File: src/rtl/freerun_timer16.sv
`timescale 1ns/1ps
module freerun_timer16 #(
  parameter logic [15:0] CNT_RESET = 16'hFFFC,
  parameter int          AW        = 3
) (
  input  logic          clk,
  input  logic          rst_n,
  input  logic          halt,
  input  logic          cpu_imask,
  input  logic          ext_clk,
  input  logic [AW-1:0] addr,
  input  logic          rd,
  input  logic          wr,
  input  logic [7:0]    wdata,
  output logic [7:0]    rdata,
  output logic          irq
);
  localparam logic [AW-1:0] A_CTLA = AW'(0);
  localparam logic [AW-1:0] A_CTLB = AW'(1);
  localparam logic [AW-1:0] A_STAT = AW'(2);
  localparam logic [AW-1:0] A_HI   = AW'(3);
  localparam logic [AW-1:0] A_LO   = AW'(4);
  localparam logic [AW-1:0] A_AHI  = AW'(5);
  localparam logic [AW-1:0] A_ALO  = AW'(6);

  logic [15:0] cnt;
  logic [7:0]  lo_buf;
  logic        lo_lock, ovf, clr_armed, ovf_ie, edge_rise;
  logic [1:0]  csel;
  logic [2:0]  pre;
  logic        ext_s1, ext_s2, ext_s3;
  logic        ext_pulse, tick, cnt_en;
  logic        hi_rd, lo_rd, main_lo, stat_rd;
  logic        unused_wbits;

  assign unused_wbits = ^wdata[6:3];

  always_ff @(negedge clk or negedge rst_n)
    if (!rst_n) begin
      ext_s1 <= 1'b0;
      ext_s2 <= 1'b0;
    end else begin
      ext_s1 <= ext_clk;
      ext_s2 <= ext_s1;
    end

  always_ff @(posedge clk or negedge rst_n)
    if (!rst_n) ext_s3 <= 1'b0;
    else        ext_s3 <= ext_s2;

  assign ext_pulse = edge_rise ? (ext_s2 & ~ext_s3) : (~ext_s2 & ext_s3);

  always_comb
    case (csel)
      2'b00:   tick = (pre[1:0] == 2'b11);
      2'b01:   tick = pre[0];
      2'b10:   tick = (pre == 3'b111);
      default: tick = ext_pulse;
    endcase

  assign cnt_en  = tick & ~halt;
  assign hi_rd   = rd & ((addr == A_HI) | (addr == A_AHI));
  assign lo_rd   = rd & ((addr == A_LO) | (addr == A_ALO));
  assign main_lo = (rd | wr) & (addr == A_LO);
  assign stat_rd = rd & (addr == A_STAT);

  always_ff @(posedge clk or negedge rst_n)
    if (!rst_n) begin
      cnt       <= CNT_RESET;
      pre       <= '0;
      lo_buf    <= '0;
      lo_lock   <= 1'b0;
      ovf       <= 1'b0;
      clr_armed <= 1'b0;
      ovf_ie    <= 1'b0;
      csel      <= 2'b00;
      edge_rise <= 1'b0;
    end else begin
      if (!halt)  pre <= pre + 3'd1;
      if (cnt_en) cnt <= cnt + 16'd1;

      if (hi_rd && !lo_lock) begin
        lo_buf  <= cnt[7:0];
        lo_lock <= 1'b1;
      end else if (lo_rd) begin
        lo_lock <= 1'b0;
      end

      if (stat_rd && ovf) clr_armed <= 1'b1;
      if (main_lo && clr_armed) begin
        ovf       <= 1'b0;
        clr_armed <= 1'b0;
      end
      if (cnt_en && cnt == 16'hFFFF) ovf <= 1'b1;

      if (wr && addr == A_CTLA) ovf_ie <= wdata[7];
      if (wr && addr == A_CTLB) begin
        csel      <= wdata[1:0];
        edge_rise <= wdata[2];
      end
    end

  always_comb
    case (addr)
      A_CTLA:      rdata = {ovf_ie, 7'b0};
      A_CTLB:      rdata = {5'b0, edge_rise, csel};
      A_STAT:      rdata = {ovf, 7'b0};
      A_HI, A_AHI: rdata = cnt[15:8];
      A_LO, A_ALO: rdata = lo_lock ? lo_buf : cnt[7:0];
      default:     rdata = 8'h00;
    endcase

  assign irq = ovf & ovf_ie & ~cpu_imask;

  assert_step_one_R2: assert property (@(posedge clk) disable iff (!rst_n)
    1'b1 |=> (cnt == $past(cnt)) || (cnt == $past(cnt) + 16'd1));

  assert_halt_holds_R10: assert property (@(posedge clk) disable iff (!rst_n)
    halt |=> cnt == $past(cnt));

  assert_rollover_flags_R5: assert property (@(posedge clk) disable iff (!rst_n)
    (cnt == 16'hFFFF && !halt && tick) |=> (ovf && cnt == 16'h0000));

  assert_flag_sticky_R7: assert property (@(posedge clk) disable iff (!rst_n)
    (ovf && !main_lo) |=> ovf);

  assert_buf_frozen_R3: assert property (@(posedge clk) disable iff (!rst_n)
    (lo_lock && !lo_rd) |=> (lo_lock && $stable(lo_buf)));

  assert_irq_needs_flag_R6: assert property (@(posedge clk) disable iff (!rst_n)
    irq |-> (ovf && !cpu_imask));
endmodule

File: config.mk
export PLATFORM = sky130hd
export DESIGN_NAME = freerun_timer16
export DESIGN_NICKNAME = d
export VERILOG_FILES = /design/src/rtl/freerun_timer16.sv
export SDC_FILE = /design/constraint.sdc
export NUM_CORES = 1
export LEC_CHECK = 0
export ABC_CLOCK_PERIOD_IN_PS = 5300
export CAP_MARGIN = 5
export CORE_UTILIZATION = 40
export CTS_CLUSTER_SIZE = 12
export DETAILED_ROUTE_END_ITERATION = 7
export SYNTH_ARGS = -nofsm -noshare
export SYNTH_HDL_FRONTEND = slang
export SYNTH_SLANG_ARGS = --single-unit
File: constraint.sdc
create_clock -name clk -period 5.3 [get_ports clk]
set_input_delay 1.06 -clock clk [delete_from_list [all_inputs] [get_ports clk]]
set_output_delay 1.06 -clock clk [all_outputs]
set_load 0.01 [all_outputs]
======== After elaboration in Yosys (flattened, before gate mapping) ========
Cells that the tools add are included.
storage, ports and cells
  output and inout port bits .............. 9
  register bits ........................... 37
  memory bits (read-only) ................. 0
  bits in latches ......................... 0
  memories kept ........................... 0
  logic and storage cells ................. 65
  input bits .............................. 18
  memory bits (writable) .................. 0
cells by class
  magnitude comparators ................... 0
  shifts and indexed selects .............. 0
  multipliers ............................. 0
  bitwise gates (word level) .............. 16
  equal/unequal tests ..................... 11
  mux-type cells .......................... 10
  div/mod/pow operators ................... 0
  $add $sub $neg .......................... 2
  reduce and logical (&&, ||, !) cells .... 14
operator list
  cell                                            count
  case mux 8 bit (5 select lines)                 1
  adder 16 x 1 -> 16 bit (second input constant)  1
  == test 16 bit (second input constant)          1
  == test 3 bit (second input constant)           4
  bitwise AND 1 bit                               9
  two-way mux 8 bit                               1
  two-way mux 1 bit                               7
  == test 3 x 2 -> 1 bit (second input constant)  2
  logical AND 1 bit                               6
  nonzero test 2 bit                              3
  == test 2 bit (second input constant)           2
  NOT 1 bit                                       4
  OR reduction 2 bit                              2
  adder 3 x 1 -> 3 bit (second input constant)    1
  == test 3 x 1 -> 1 bit (second input constant)  1
  logical NOT 3 bit                               1
  bitwise OR 1 bit                                3
  case mux 1 bit (3 select lines)                 1
  == test 2 x 1 -> 1 bit (second input constant)  1
  logical NOT 2 bit                               1
  logical NOT 1 bit                               1

======== Longest topological paths before layout ========
Gate-level depths: netlist of the first run.
  word-level depth ........................ 7
  depth in mapped cells ................... 7
  depth with buffers taken out ............ 6

==> impl_metrics.prom, run 1 <==
# TYPE chip_impl_metric gauge
chip_impl_metric{name="starting_density_of_the_core",unit="%"} 43.0
chip_impl_metric{name="ir_drop",unit="µV"} 187
chip_impl_metric{name="syn_avg_cell_area",unit="µm²"} 11.2
chip_impl_info{name="worst_path_max_delay_cell",value="dfrtn_1"} 1
chip_impl_metric{name="core.rowCount",unit=""} 24
chip_impl_info{name="cts_tree",value="yes"} 1
chip_impl_metric{name="reg2reg_depth",unit=""} 5
chip_impl_metric{name="detailed_router_iteration_count_before_antenna_repair",unit=""} 4
chip_impl_metric{name="drv.max_cap_violation_count",unit=""} 0
chip_impl_metric{name="share_seq_of_total_power",unit="%"} 51.2
chip_impl_metric{name="antenna_left",unit=""} 0
chip_impl_info{name="kind_of_critical_path",value="flip-flop to flip-flop"} 1
chip_impl_metric{name="synth.ff_latch_count",unit=""} 37
chip_impl_info{name="cp_top_family",value="compound AO/OA/AOI/OAI gates"} 1
chip_impl_metric{name="post-cts-setup-buffers",unit=""} 0
chip_impl_metric{name="finish.utilization",unit="%"} 50.9
chip_impl_metric{name="clock-sinks",unit=""} 37
chip_impl_metric{name="clockBufferDepth",unit=""} 2
chip_impl_metric{name="maxSlewViolCount",unit=""} 0
chip_impl_metric{name="report.power.total",unit="W"} 0.000938
chip_impl_metric{name="pin_count_of_the_biggest_net_entering_global_routing",unit=""} 23
chip_impl_metric{name="path_clk_slew",unit="ps"} 70
chip_impl_metric{name="netSwitchingPower",unit="W"} 0.000310
chip_impl_metric{name="slowest_stage_delay_cp",unit="ps"} 350
chip_impl_info{name="synth_ff_type",value="dfrtp_1"} 1
chip_impl_metric{name="cts_htree_levels",unit=""} 2
chip_impl_metric{name="cellLeakagePower",unit="nW"} 0.933
chip_impl_metric{name="detail_route.wl_per_cell",unit="µm"} 15.5
chip_impl_metric{name="finalSetupTns",unit="ps"} 0
chip_impl_metric{name="grt_antenna_before_repair",unit=""} 0
chip_impl_metric{name="worst-endpoint-required",unit="ps"} 5490
chip_impl_metric{name="syn_nets",unit=""} 194
chip_impl_metric{name="grt.overflow.total",unit=""} 0
chip_impl_metric{name="critical_path_peak_fanout",unit=""} 15
chip_impl_metric{name="power.clock.fraction",unit="%"} 20.3
chip_impl_metric{name="fin_nets",unit=""} 218
chip_impl_metric{name="synth_cell_type_count",unit=""} 37
chip_impl_metric{name="final_layout_size_suffix_gt1_share",unit="%"} 21.7
chip_impl_metric{name="diodes",unit=""} 0
chip_impl_metric{name="grt_usage",unit="%"} 16.1
chip_impl_info{name="status",value="complete, no violations"} 1
chip_impl_metric{name="power-per-cell-area",unit="nW/µm²"} 410
chip_impl_metric{name="final.setup_skew",unit="ps"} 4.72
chip_impl_metric{name="syn-cell-area",unit="µm²"} 1940
chip_impl_metric{name="route.detailed.drc",unit=""} 0
chip_impl_info{name="setup_repair_after_global_routing_missed_its_margin",value="no"} 1
chip_impl_metric{name="total_clock_buffers_created_by_cts",unit=""} 5
chip_impl_metric{name="power.share.combinational",unit="%"} 28.5
chip_impl_info{name="worstSetupEndpointType",value="flip-flop"} 1
chip_impl_metric{name="cp.depth",unit=""} 5
chip_impl_metric{name="finalWeightedCongestion",unit=""} 0.763
chip_impl_metric{name="avgViaCountPerCell",unit=""} 5.59
chip_impl_metric{name="whs_path_depth",unit=""} 0
chip_impl_metric{name="later_pin_clock_latency_in_the_skew_report",unit="ps"} 290
chip_impl_metric{name="grt_pass1_wl",unit="mm"} 6.20
chip_impl_metric{name="drt_iter0_drc",unit=""} 53
chip_impl_metric{name="post_cts_resized",unit=""} 0
chip_impl_metric{name="synth-edff-count",unit=""} 0
chip_impl_info{name="cts-root-buf",value="clkbuf_8"} 1
chip_impl_metric{name="share_of_the_yosys_chip_area_belonging_to_registers",unit="%"} 48.7
chip_impl_metric{name="route.vias.total",unit=""} 1398
chip_impl_info{name="setup.worst_path.start_class",value="flip-flop"} 1
chip_impl_metric{name="placeableCoreArea",unit="µm²"} 4500
chip_impl_metric{name="number_of_global_route_vias_before_repair",unit=""} 1345
chip_impl_metric{name="floorplan.io_pins",unit=""} 27
chip_impl_metric{name="detailed_place_hpwl",unit="mm"} 2.82
chip_impl_metric{name="switching_share",unit="%"} 33.0
chip_impl_metric{name="die_h",unit="µm"} 71.6
chip_impl_metric{name="synth_async_sr_flop_share",unit="%"} 100
chip_impl_metric{name="hold_buffers",unit=""} 0
chip_impl_metric{name="final-setup-viol-count",unit=""} 0
chip_impl_metric{name="syn_inst",unit=""} 173
chip_impl_info{name="most_frequent_cells_in_the_layout",value="22 x clkdlybuf4s50_1, 21 x dfrtp_1, 16 x nand2_1"} 1
chip_impl_metric{name="timing.final.hold_violations",unit=""} 0
chip_impl_metric{name="ys_warn_count",unit=""} 0
chip_impl_metric{name="max_slew_margin",unit="%"} 63.3
chip_impl_metric{name="route.final.wire_length",unit="mm"} 3.87
chip_impl_metric{name="die_w",unit="µm"} 71.6
chip_impl_metric{name="preCtsSetupSlack",unit="ps"} 1030
chip_impl_metric{name="worst-path-buf-inv",unit=""} 1
chip_impl_metric{name="power.internal",unit="W"} 0.000628
chip_impl_metric{name="port_buffers",unit=""} 22
chip_impl_metric{name="cp.arrival",unit="ps"} 4370
chip_impl_metric{name="fillers",unit=""} 419
chip_impl_metric{name="fp.dieArea",unit="µm²"} 5120
chip_impl_metric{name="area_growth_syn_to_layout",unit="%"} 18.4
chip_impl_info{name="cp_cell_instances",value="nor2b_1 -> a221oi_1 -> buf_4 -> nor3_1 -> a32o_1"} 1
chip_impl_metric{name="worstMarginPinSlew",unit="ps"} 551
chip_impl_metric{name="timing.final.ws_setup",unit="ps"} 1110
chip_impl_info{name="min-delay-path-class",value="flip-flop to flip-flop"} 1
chip_impl_info{name="layout.cells.most_common",value="clkdlybuf4s50_1"} 1
-- routing by layer --
metal | track usage, % | up-vias | part of all wire (%)
li1 | - | 666 | -
met1 | 21.0 | 694 | 48
met5 | 0 | - | 0
met2 | 25.4 | 31 | 46
met4 | 6.54 | 0 | 1.5
met3 | 4.36 | 7 | 4.6
-- final timing paths --
check	endpoint	startpoint	slack (ps)
setup / recovery	ovf$_DFFE_PN0P_	ext_s2$_DFF_NN0_	1110
hold / removal	ext_s2$_DFF_NN0_	ext_s1$_DFF_NN0_	300
setup reg to reg	ovf$_DFFE_PN0P_	ext_s2$_DFF_NN0_	1110
hold reg to reg	ext_s2$_DFF_NN0_	ext_s1$_DFF_NN0_	300
max in group asynchronous	ext_s2$_DFF_NN0_	rst_n	1440
min in group asynchronous	pre[0]$_DFFE_PN0N_	rst_n	1040
-- synthesized netlist by cell type (4+ instances only) --
cell / count / share of area (%)
dfrtp_1: 21 / 27
nand2_1: 16 / 3.1
xor2_1: 15 / 6.8
dfstp_2: 14 / 19
mux2_2: 14 / 8.1
mux2i_1: 12 / 6.2
o21ai_0: 9 / 2.3
clkbuf_1: 6 / 1.2
nand3_1: 5 / 1.3
nor2_1: 5 / 0.97
nor4_1: 5 / 1.6
nor3_1: 4 / 1.0
nor3b_1: 4 / 1.6
o2bb2ai_1: 4 / 1.8
-- state kept, by name, summed over array words and instances (netlist names) --
register / flops
pre: 3
ext_s1: 1
edge_rise: 1
ext_s2: 1
ovf_ie: 1
ext_s3: 1
ovf: 1
csel: 2
cnt: 16
lo_buf: 8
lo_lock: 1
clr_armed: 1
-- worst register-to-register path, delay by kind of cell (launching register included) --
kind,cells,cell delay (ps)
flops,1,350
buf+inv,1,260
compound gates,2,560
simple gates,2,240
-- kinds of logic after synthesis --
| logic type | count (synthesis) | synth area share [%] |
|---|---|---|
| and+or+nand+nor | 60 | 18.0 |
| DFF | 37 | 48.7 |
| muxes | 26 | 14.4 |
| AOI/OAI and AO/OA | 19 | 6.66 |
| xor gates and xnor gates | 17 | 7.69 |
| buffers and inverters | 11 | 2.59 |
| adders and majority gates | 3 | 1.94 |
-- per-stage QoR --
step | instances | hold slack (ps) | area, µm²
after floorplan | 173 | 292 | 1940
after detailed placement | 242 | 307 | 2200
after global placement | 242 | 295 | 2200
after global routing | 250 | 320 | 2290
final | 250 | 304 | 2290
after CTS | 250 | 309 | 2290
-- power by group through the flow --
stage          Sequential (W)  Combinational [W]  Clock (W)
2_1_floorplan        0.000445           0.000209          0
4_1_cts              0.000481           0.000272   0.000200
5_1_grt              0.000493           0.000297   0.000209
3_3_place_gp         0.000480           0.000258          0
3_5_place_dp         0.000486           0.000270          0
6_report             0.000480           0.000267   0.000191
-- layout make-up --
type	instances	area [µm²]	area share, %
clock inverter	3	17.5	0.765
inverter	3	11.3	0.492
sequential	37	943	41.2
clock buffer	5	68.8	3.00
timing repair buffer	25	243	10.6
multi-input combinational	125	942	41.1
tap	52	65.1	2.84
Power figures use the tool's default switching activity.
==> run 2, diff against run 1 <==
--- a/config.mk
+++ b/config.mk
@@ -5,7 +5,7 @@
 export SDC_FILE = /design/constraint.sdc
 export NUM_CORES = 1
 export LEC_CHECK = 0
-export ABC_CLOCK_PERIOD_IN_PS = 5300
+export ABC_CLOCK_PERIOD_IN_PS = 3700
 export CAP_MARGIN = 5
 export CORE_UTILIZATION = 40
 export CTS_CLUSTER_SIZE = 12
==> constraint.sdc (replaced) <==
create_clock -name clk -period 3.7 [get_ports clk]
set_input_delay 0.74 -clock clk [delete_from_list [all_inputs] [get_ports clk]]
set_output_delay 0.74 -clock clk [all_outputs]
set_load 0.01 [all_outputs]
==> impl_metrics.prom, run 2 (synthesis results as in run 1) <==
# TYPE chip_impl_metric gauge
chip_impl_metric{name="number_of_global_route_vias_before_repair",unit=""} 1480
chip_impl_info{name="worstReg2RegEnd",value="ovf$_DFFE_PN0P_"} 1
chip_impl_info{name="status",value="complete, no violations"} 1
chip_impl_metric{name="finalWeightedCongestion",unit=""} 0.770
chip_impl_metric{name="drv.max_cap_violation_count",unit=""} 0
chip_impl_metric{name="power.clock.fraction",unit="%"} 25.4
chip_impl_metric{name="finalSetupTns",unit="ps"} 0
chip_impl_metric{name="route.vias.total",unit=""} 1410
chip_impl_metric{name="starting_density_of_the_core",unit="%"} 43.0
chip_impl_info{name="r2r_start",value="ext_s2$_DFF_NN0_"} 1
chip_impl_metric{name="grt.overflow.total",unit=""} 0
chip_impl_metric{name="clock-sinks",unit=""} 37
chip_impl_metric{name="reg2reg_depth",unit=""} 5
chip_impl_metric{name="drt_iter0_drc",unit=""} 85
chip_impl_info{name="min-delay-path-class",value="flip-flop to flip-flop"} 1
chip_impl_metric{name="setup.reg_to_reg.worst_slack",unit="ps"} 300
chip_impl_metric{name="cellLeakagePower",unit="nW"} 0.957
chip_impl_metric{name="final_layout_size_suffix_gt1_share",unit="%"} 22.0
chip_impl_metric{name="placeableCoreArea",unit="µm²"} 4500
chip_impl_metric{name="grt_usage",unit="%"} 17.0
chip_impl_metric{name="whs_path_depth",unit=""} 0
chip_impl_metric{name="die_h",unit="µm"} 71.6
chip_impl_metric{name="area_growth_syn_to_layout",unit="%"} 20.7
chip_impl_info{name="worstSetupEndpointType",value="flip-flop"} 1
chip_impl_metric{name="switching_share",unit="%"} 30.9
chip_impl_metric{name="port_buffers",unit=""} 22
chip_impl_info{name="cts_tree",value="yes"} 1
chip_impl_metric{name="total_clock_buffers_created_by_cts",unit=""} 5
chip_impl_metric{name="path_clk_slew",unit="ps"} 70
chip_impl_metric{name="pin_count_of_the_biggest_net_entering_global_routing",unit=""} 33
chip_impl_metric{name="netSwitchingPower",unit="W"} 0.000442
chip_impl_metric{name="cts_htree_levels",unit=""} 2
chip_impl_metric{name="report.power.total",unit="W"} 0.00143
chip_impl_metric{name="timing.final.hold_violations",unit=""} 0
chip_impl_metric{name="detailed_router_iteration_count_before_antenna_repair",unit=""} 4
chip_impl_metric{name="timing.final.ws_setup",unit="ps"} 303
chip_impl_metric{name="antenna_left",unit=""} 0
chip_impl_metric{name="max_slew_margin",unit="%"} 64.5
chip_impl_info{name="timing.hold.worst.start",value="ext_s1$_DFF_NN0_"} 1
chip_impl_metric{name="power.share.combinational",unit="%"} 26.7
chip_impl_metric{name="largest_register_ff_count",unit=""} 16
chip_impl_info{name="regMostFlops",value="cnt"} 1
chip_impl_metric{name="cp.arrival",unit="ps"} 3570
chip_impl_metric{name="fp.dieArea",unit="µm²"} 5120
chip_impl_metric{name="ir_drop",unit="µV"} 277
chip_impl_metric{name="grt_antenna_before_repair",unit=""} 0
chip_impl_info{name="layout.cells.most_common",value="clkdlybuf4s50_1"} 1
chip_impl_metric{name="detail_route.wl_per_cell",unit="µm"} 15.5
chip_impl_metric{name="share_seq_of_total_power",unit="%"} 47.9
chip_impl_metric{name="power.internal",unit="W"} 0.000990
chip_impl_metric{name="fin_nets",unit=""} 220
chip_impl_metric{name="maxSlewViolCount",unit=""} 0
chip_impl_info{name="cp_top_family",value="compound AO/OA/AOI/OAI gates"} 1
chip_impl_metric{name="route.final.wire_length",unit="mm"} 3.91
chip_impl_metric{name="die_w",unit="µm"} 71.6
chip_impl_metric{name="hold_buffers",unit=""} 0
chip_impl_info{name="reg.largest.list",value="cnt: 16 flops, lo_buf: 8 flops, pre: 3 flops"} 1
chip_impl_metric{name="worstMarginPinSlew",unit="ps"} 533
chip_impl_metric{name="route.detailed.drc",unit=""} 0
chip_impl_metric{name="preCtsSetupSlack",unit="ps"} 299
chip_impl_metric{name="diodes",unit=""} 0
chip_impl_info{name="worst_path_max_delay_cell",value="dfrtn_1"} 1
chip_impl_metric{name="avgViaCountPerCell",unit=""} 5.60
chip_impl_metric{name="critical_path_peak_fanout",unit=""} 15
chip_impl_info{name="kind_of_critical_path",value="flip-flop to flip-flop"} 1
chip_impl_info{name="hold_end",value="ext_s2$_DFF_NN0_"} 1
chip_impl_info{name="cp_cell_instances",value="nor2b_1 -> a221oi_1 -> buf_4 -> nor3_1 -> a32o_1"} 1
chip_impl_metric{name="post_cts_resized",unit=""} 0
chip_impl_metric{name="finish.utilization",unit="%"} 51.9
chip_impl_metric{name="grt_pass1_wl",unit="mm"} 6.69
chip_impl_metric{name="worst-path-buf-inv",unit=""} 1
chip_impl_metric{name="slowest_stage_delay_cp",unit="ps"} 350
chip_impl_metric{name="post-cts-setup-buffers",unit=""} 0
chip_impl_metric{name="core.rowCount",unit=""} 24
chip_impl_metric{name="power-per-cell-area",unit="nW/µm²"} 613
chip_impl_metric{name="detailed_place_hpwl",unit="mm"} 2.79
chip_impl_metric{name="clockBufferDepth",unit=""} 2
chip_impl_info{name="most_frequent_cells_in_the_layout",value="22 x clkdlybuf4s50_1, 21 x dfrtp_1, 16 x nand2_1"} 1
chip_impl_info{name="cts-root-buf",value="clkbuf_8"} 1
chip_impl_metric{name="final-setup-viol-count",unit=""} 0
chip_impl_info{name="setup_repair_after_global_routing_missed_its_margin",value="no"} 1
chip_impl_metric{name="floorplan.io_pins",unit=""} 27
chip_impl_metric{name="later_pin_clock_latency_in_the_skew_report",unit="ps"} 290
chip_impl_metric{name="worst-endpoint-required",unit="ps"} 3880
chip_impl_info{name="setup.worst_path.start_class",value="flip-flop"} 1
chip_impl_metric{name="final.setup_skew",unit="ps"} 7.25
==> run 2: metrics by stage <==
stage / std cells / instance area, µm² / hold WS, ps
after detailed placement: 244 / 2220 / 301
final: 252 / 2340 / 301
after CTS: 252 / 2340 / 303
after global placement: 244 / 2220 / 295
after floorplan: 173 / 1940 / 292
after global routing: 252 / 2340 / 314
==> run 2: layout make-up <==
cell class | count | area, µm²
Inverter | 3 | 11.3
Clock buffer | 7 | 86.3
Tap cell | 52 | 65.1
Timing Repair Buffer | 27 | 258
Fill cell | 411 | 2170
Clock inverter | 1 | 30.0
Sequential cell | 37 | 943
Multi-Input combinational cell | 125 | 942
==> run 2: worst max-delay path by stage <==
stage | from | end | slack (ps) | cells after the start
after global routing | ext_s2$_DFF_NN0_ | cnt[1]$_DFFE_PN0P_ | 240 | 5
after floorplan | ext_s2$_DFF_NN0_ | cnt[13]$_DFFE_PN1P_ | 280 | 5
final | ext_s2$_DFF_NN0_ | ovf$_DFFE_PN0P_ | 300 | 5
after global placement | ext_s2$_DFF_NN0_ | cnt[1]$_DFFE_PN0P_ | 310 | 5
after detailed placement | ext_s2$_DFF_NN0_ | ovf$_DFFE_PN0P_ | 300 | 5
after CTS | ext_s2$_DFF_NN0_ | ovf$_DFFE_PN0P_ | 290 | 5
==> run 2: power by group through the flow <==
stage / combinational [W] / clock (W) / sequential [W]
5_1_grt: 0.000426 / 0.000389 / 0.000711
3_3_place_gp: 0.000372 / 0 / 0.000688
6_report: 0.000382 / 0.000364 / 0.000687
3_5_place_dp: 0.000386 / 0 / 0.000696
2_1_floorplan: 0.000300 / 0 / 0.000637
4_1_cts: 0.000389 / 0.000372 / 0.000689
==> run 2: layer usage <==
metal | vias up | wire length [µm] | global-route usage, %
met1 | 702 | 1930 | 22.0
met4 | 0 | 48 | 5.23
li1 | 679 | - | -
met2 | 24 | 1810 | 28.6
met3 | 5 | 125 | 3.80
met5 | - | 0 | 0
==> run 2: worst reg2reg max path: stages, from the launching register on <==
cell and delay, ps:
dfrtn_1 350, nor2b_1 130, a221oi_1 290, buf_4 260, nor3_1 110, a32o_1 290
==> run 3, diff against run 2 <==
--- a/config.mk
+++ b/config.mk
@@ -7,9 +7,11 @@
 export LEC_CHECK = 0
 export ABC_CLOCK_PERIOD_IN_PS = 3700
 export CAP_MARGIN = 5
+export CORE_ASPECT_RATIO = 1.25
 export CORE_UTILIZATION = 40
 export CTS_CLUSTER_SIZE = 12
 export DETAILED_ROUTE_END_ITERATION = 7
+export SLEW_MARGIN = 20
 export SYNTH_ARGS = -nofsm -noshare
 export SYNTH_HDL_FRONTEND = slang
 export SYNTH_SLANG_ARGS = --single-unit
==> impl_metrics.prom, run 3 (synthesis results as in run 1) <==
# TYPE chip_impl_metric gauge
chip_impl_metric{name="cp.arrival",unit="ps"} 3590
chip_impl_metric{name="grt_pass1_wl",unit="mm"} 6.87
chip_impl_metric{name="placeableCoreArea",unit="µm²"} 4530
chip_impl_metric{name="starting_density_of_the_core",unit="%"} 42.8
chip_impl_metric{name="finalSetupTns",unit="ps"} 0
chip_impl_metric{name="floorplan.io_pins",unit=""} 27
chip_impl_info{name="timing.hold.worst.start",value="ext_s1$_DFF_NN0_"} 1
chip_impl_metric{name="grt.overflow.total",unit=""} 0
chip_impl_metric{name="timing.final.hold_violations",unit=""} 0
chip_impl_metric{name="max_slew_margin",unit="%"} 65.2
chip_impl_metric{name="grt_antenna_before_repair",unit=""} 0
chip_impl_info{name="regMostFlops",value="cnt"} 1
chip_impl_info{name="layout.cells.most_common",value="clkdlybuf4s50_1"} 1
chip_impl_metric{name="power-per-cell-area",unit="nW/µm²"} 580
chip_impl_metric{name="detailed_router_iteration_count_before_antenna_repair",unit=""} 4
chip_impl_metric{name="stdcell_area",unit="µm²"} 2310
chip_impl_metric{name="final.setup_skew",unit="ps"} 9.75
chip_impl_metric{name="detailed_place_hpwl",unit="mm"} 2.94
chip_impl_metric{name="finalWeightedCongestion",unit=""} 0.784
chip_impl_metric{name="antenna_left",unit=""} 0
chip_impl_metric{name="post-cts-setup-buffers",unit=""} 0
chip_impl_info{name="cts-root-buf",value="clkbuf_8"} 1
chip_impl_metric{name="core.rowCount",unit=""} 27
chip_impl_info{name="kind_of_critical_path",value="flip-flop to flip-flop"} 1
chip_impl_metric{name="number_of_global_route_vias_before_repair",unit=""} 1491
chip_impl_metric{name="clockBufferDepth",unit=""} 2
chip_impl_metric{name="power.internal",unit="W"} 0.000902
chip_impl_metric{name="cts_htree_levels",unit=""} 2
chip_impl_info{name="setup_repair_after_global_routing_missed_its_margin",value="no"} 1
chip_impl_metric{name="layout.area.seq",unit="µm²"} 943
chip_impl_metric{name="worst-endpoint-required",unit="ps"} 3880
chip_impl_metric{name="netSwitchingPower",unit="W"} 0.000438
chip_impl_info{name="most_frequent_cells_in_the_layout",value="22 x clkdlybuf4s50_1, 21 x dfrtp_1, 16 x nand2_1"} 1
chip_impl_metric{name="route.detailed.drc",unit=""} 0
chip_impl_metric{name="total_clock_buffers_created_by_cts",unit=""} 5
chip_impl_metric{name="die_w",unit="µm"} 64.2
chip_impl_metric{name="finish.utilization",unit="%"} 51.0
chip_impl_info{name="r2r_start",value="ext_s2$_DFF_NN0_"} 1
chip_impl_metric{name="fin_nets",unit=""} 220
chip_impl_metric{name="hold_buffers",unit=""} 0
chip_impl_metric{name="fillers",unit=""} 422
chip_impl_metric{name="area_growth_syn_to_layout",unit="%"} 19.3
chip_impl_info{name="status",value="complete, no violations"} 1
chip_impl_metric{name="cellLeakagePower",unit="nW"} 0.944
chip_impl_metric{name="port_buffers",unit=""} 22
chip_impl_metric{name="detail_route.wl_per_cell",unit="µm"} 15.4
chip_impl_metric{name="power.share.combinational",unit="%"} 28.5
chip_impl_info{name="crit_path_start",value="ext_s2$_DFF_NN0_"} 1
chip_impl_info{name="hold_end",value="ext_s2$_DFF_NN0_"} 1
chip_impl_info{name="cts_tree",value="yes"} 1
chip_impl_info{name="setup.worst_path.start_class",value="flip-flop"} 1
chip_impl_metric{name="route.final.wire_length",unit="mm"} 3.99
chip_impl_metric{name="route.vias.total",unit=""} 1429
chip_impl_metric{name="share_seq_of_total_power",unit="%"} 51.5
chip_impl_metric{name="multi_input_area",unit="µm²"} 942
chip_impl_metric{name="whs_path_depth",unit=""} 0
chip_impl_metric{name="avgViaCountPerCell",unit=""} 5.54
chip_impl_metric{name="fp.dieArea",unit="µm²"} 5120
chip_impl_metric{name="switching_share",unit="%"} 32.7
chip_impl_metric{name="pin_count_of_the_biggest_net_entering_global_routing",unit=""} 36
chip_impl_metric{name="worstMarginPinSlew",unit="ps"} 522
chip_impl_info{name="worstReg2RegEnd",value="ovf$_DFFE_PN0P_"} 1
chip_impl_info{name="worstSetupEndpointType",value="flip-flop"} 1
chip_impl_metric{name="final-setup-viol-count",unit=""} 0
chip_impl_metric{name="die_h",unit="µm"} 79.8
chip_impl_metric{name="grt_usage",unit="%"} 17.8
chip_impl_metric{name="diodes",unit=""} 0
chip_impl_metric{name="drv.max_cap_violation_count",unit=""} 0
chip_impl_metric{name="critical_path_peak_fanout",unit=""} 15
chip_impl_metric{name="later_pin_clock_latency_in_the_skew_report",unit="ps"} 290
chip_impl_metric{name="setup.reg_to_reg.worst_slack",unit="ps"} 290
chip_impl_metric{name="clock-sinks",unit=""} 37
chip_impl_metric{name="maxSlewViolCount",unit=""} 0
chip_impl_metric{name="power.clock.fraction",unit="%"} 20.0
chip_impl_metric{name="final_layout_size_suffix_gt1_share",unit="%"} 22.0
chip_impl_metric{name="path_clk_slew",unit="ps"} 70
chip_impl_info{name="reg.largest.list",value="cnt: 16 flops, lo_buf: 8 flops, pre: 3 flops"} 1
chip_impl_metric{name="placed_area",unit="µm²"} 2230
chip_impl_metric{name="post_cts_resized",unit=""} 0
chip_impl_metric{name="reg2reg_depth",unit=""} 5
chip_impl_metric{name="ir_drop",unit="µV"} 282
chip_impl_info{name="min-delay-path-class",value="flip-flop to flip-flop"} 1
chip_impl_metric{name="drt_iter0_drc",unit=""} 64
chip_impl_metric{name="largest_register_ff_count",unit=""} 16
## run 3: cell type report
| type | count | area share, % |
|---|---|---|
| sequential | 37 | 40.8 |
| timing repair buffer | 27 | 11.2 |
| clock buffer | 6 | 3.14 |
| multi-input combinational | 125 | 40.8 |
| inverter | 3 | 0.488 |
| clock inverter | 2 | 0.433 |
| tap | 58 | 3.14 |
## run 3: per-layer routing
layer	vias to the layer above	wire [µm]	track usage, %	part of all wire (%)
met5	-	0	0	0
met4	0	61	5.11	1.5
met3	8	116	4.43	2.9
met2	28	2070	31.7	52
met1	712	1730	21.0	44
li1	681	-	-	-
## run 3: critical path, cell delays in order (launching register included)
cell,delay [ps]
dfrtn_1,360
nor2b_1,140
a221oi_1,300
buf_4,260
nor3_1,100
a32o_1,290
## run 3: worst max-delay path by stage
stage / endpoint / slack [ps] / depth (start not counted)
5_1_grt: cnt[1]$_DFFE_PN0P_ / 180 / 5
2_1_floorplan: cnt[13]$_DFFE_PN1P_ / 280 / 5
3_3_place_gp: ovf$_DFFE_PN0P_ / 330 / 5
4_1_cts: ovf$_DFFE_PN0P_ / 280 / 5
6_report: ovf$_DFFE_PN0P_ / 290 / 5
3_5_place_dp: ovf$_DFFE_PN0P_ / 290 / 5
## run 3: power groups by stage
stage / clock, W / sequential (W) / combinational (W)
5_1_grt: 0.000290 / 0.000716 / 0.000431
2_1_floorplan: 0 / 0.000637 / 0.000300
3_5_place_dp: 0 / 0.000700 / 0.000387
6_report: 0.000268 / 0.000690 / 0.000383
3_3_place_gp: 0 / 0.000689 / 0.000370
4_1_cts: 0.000274 / 0.000693 / 0.000388
## run 3: metrics by stage
stage,total power [W],hold slack (ps),instances,setup WS (ps)
finish,0.00134,306,258,290
global route,0.00144,326,258,180
CTS,0.00135,309,258,276
detailed placement,0.00109,309,250,290
global placement,0.00106,300,250,328
floorplan,0.000937,292,173,279
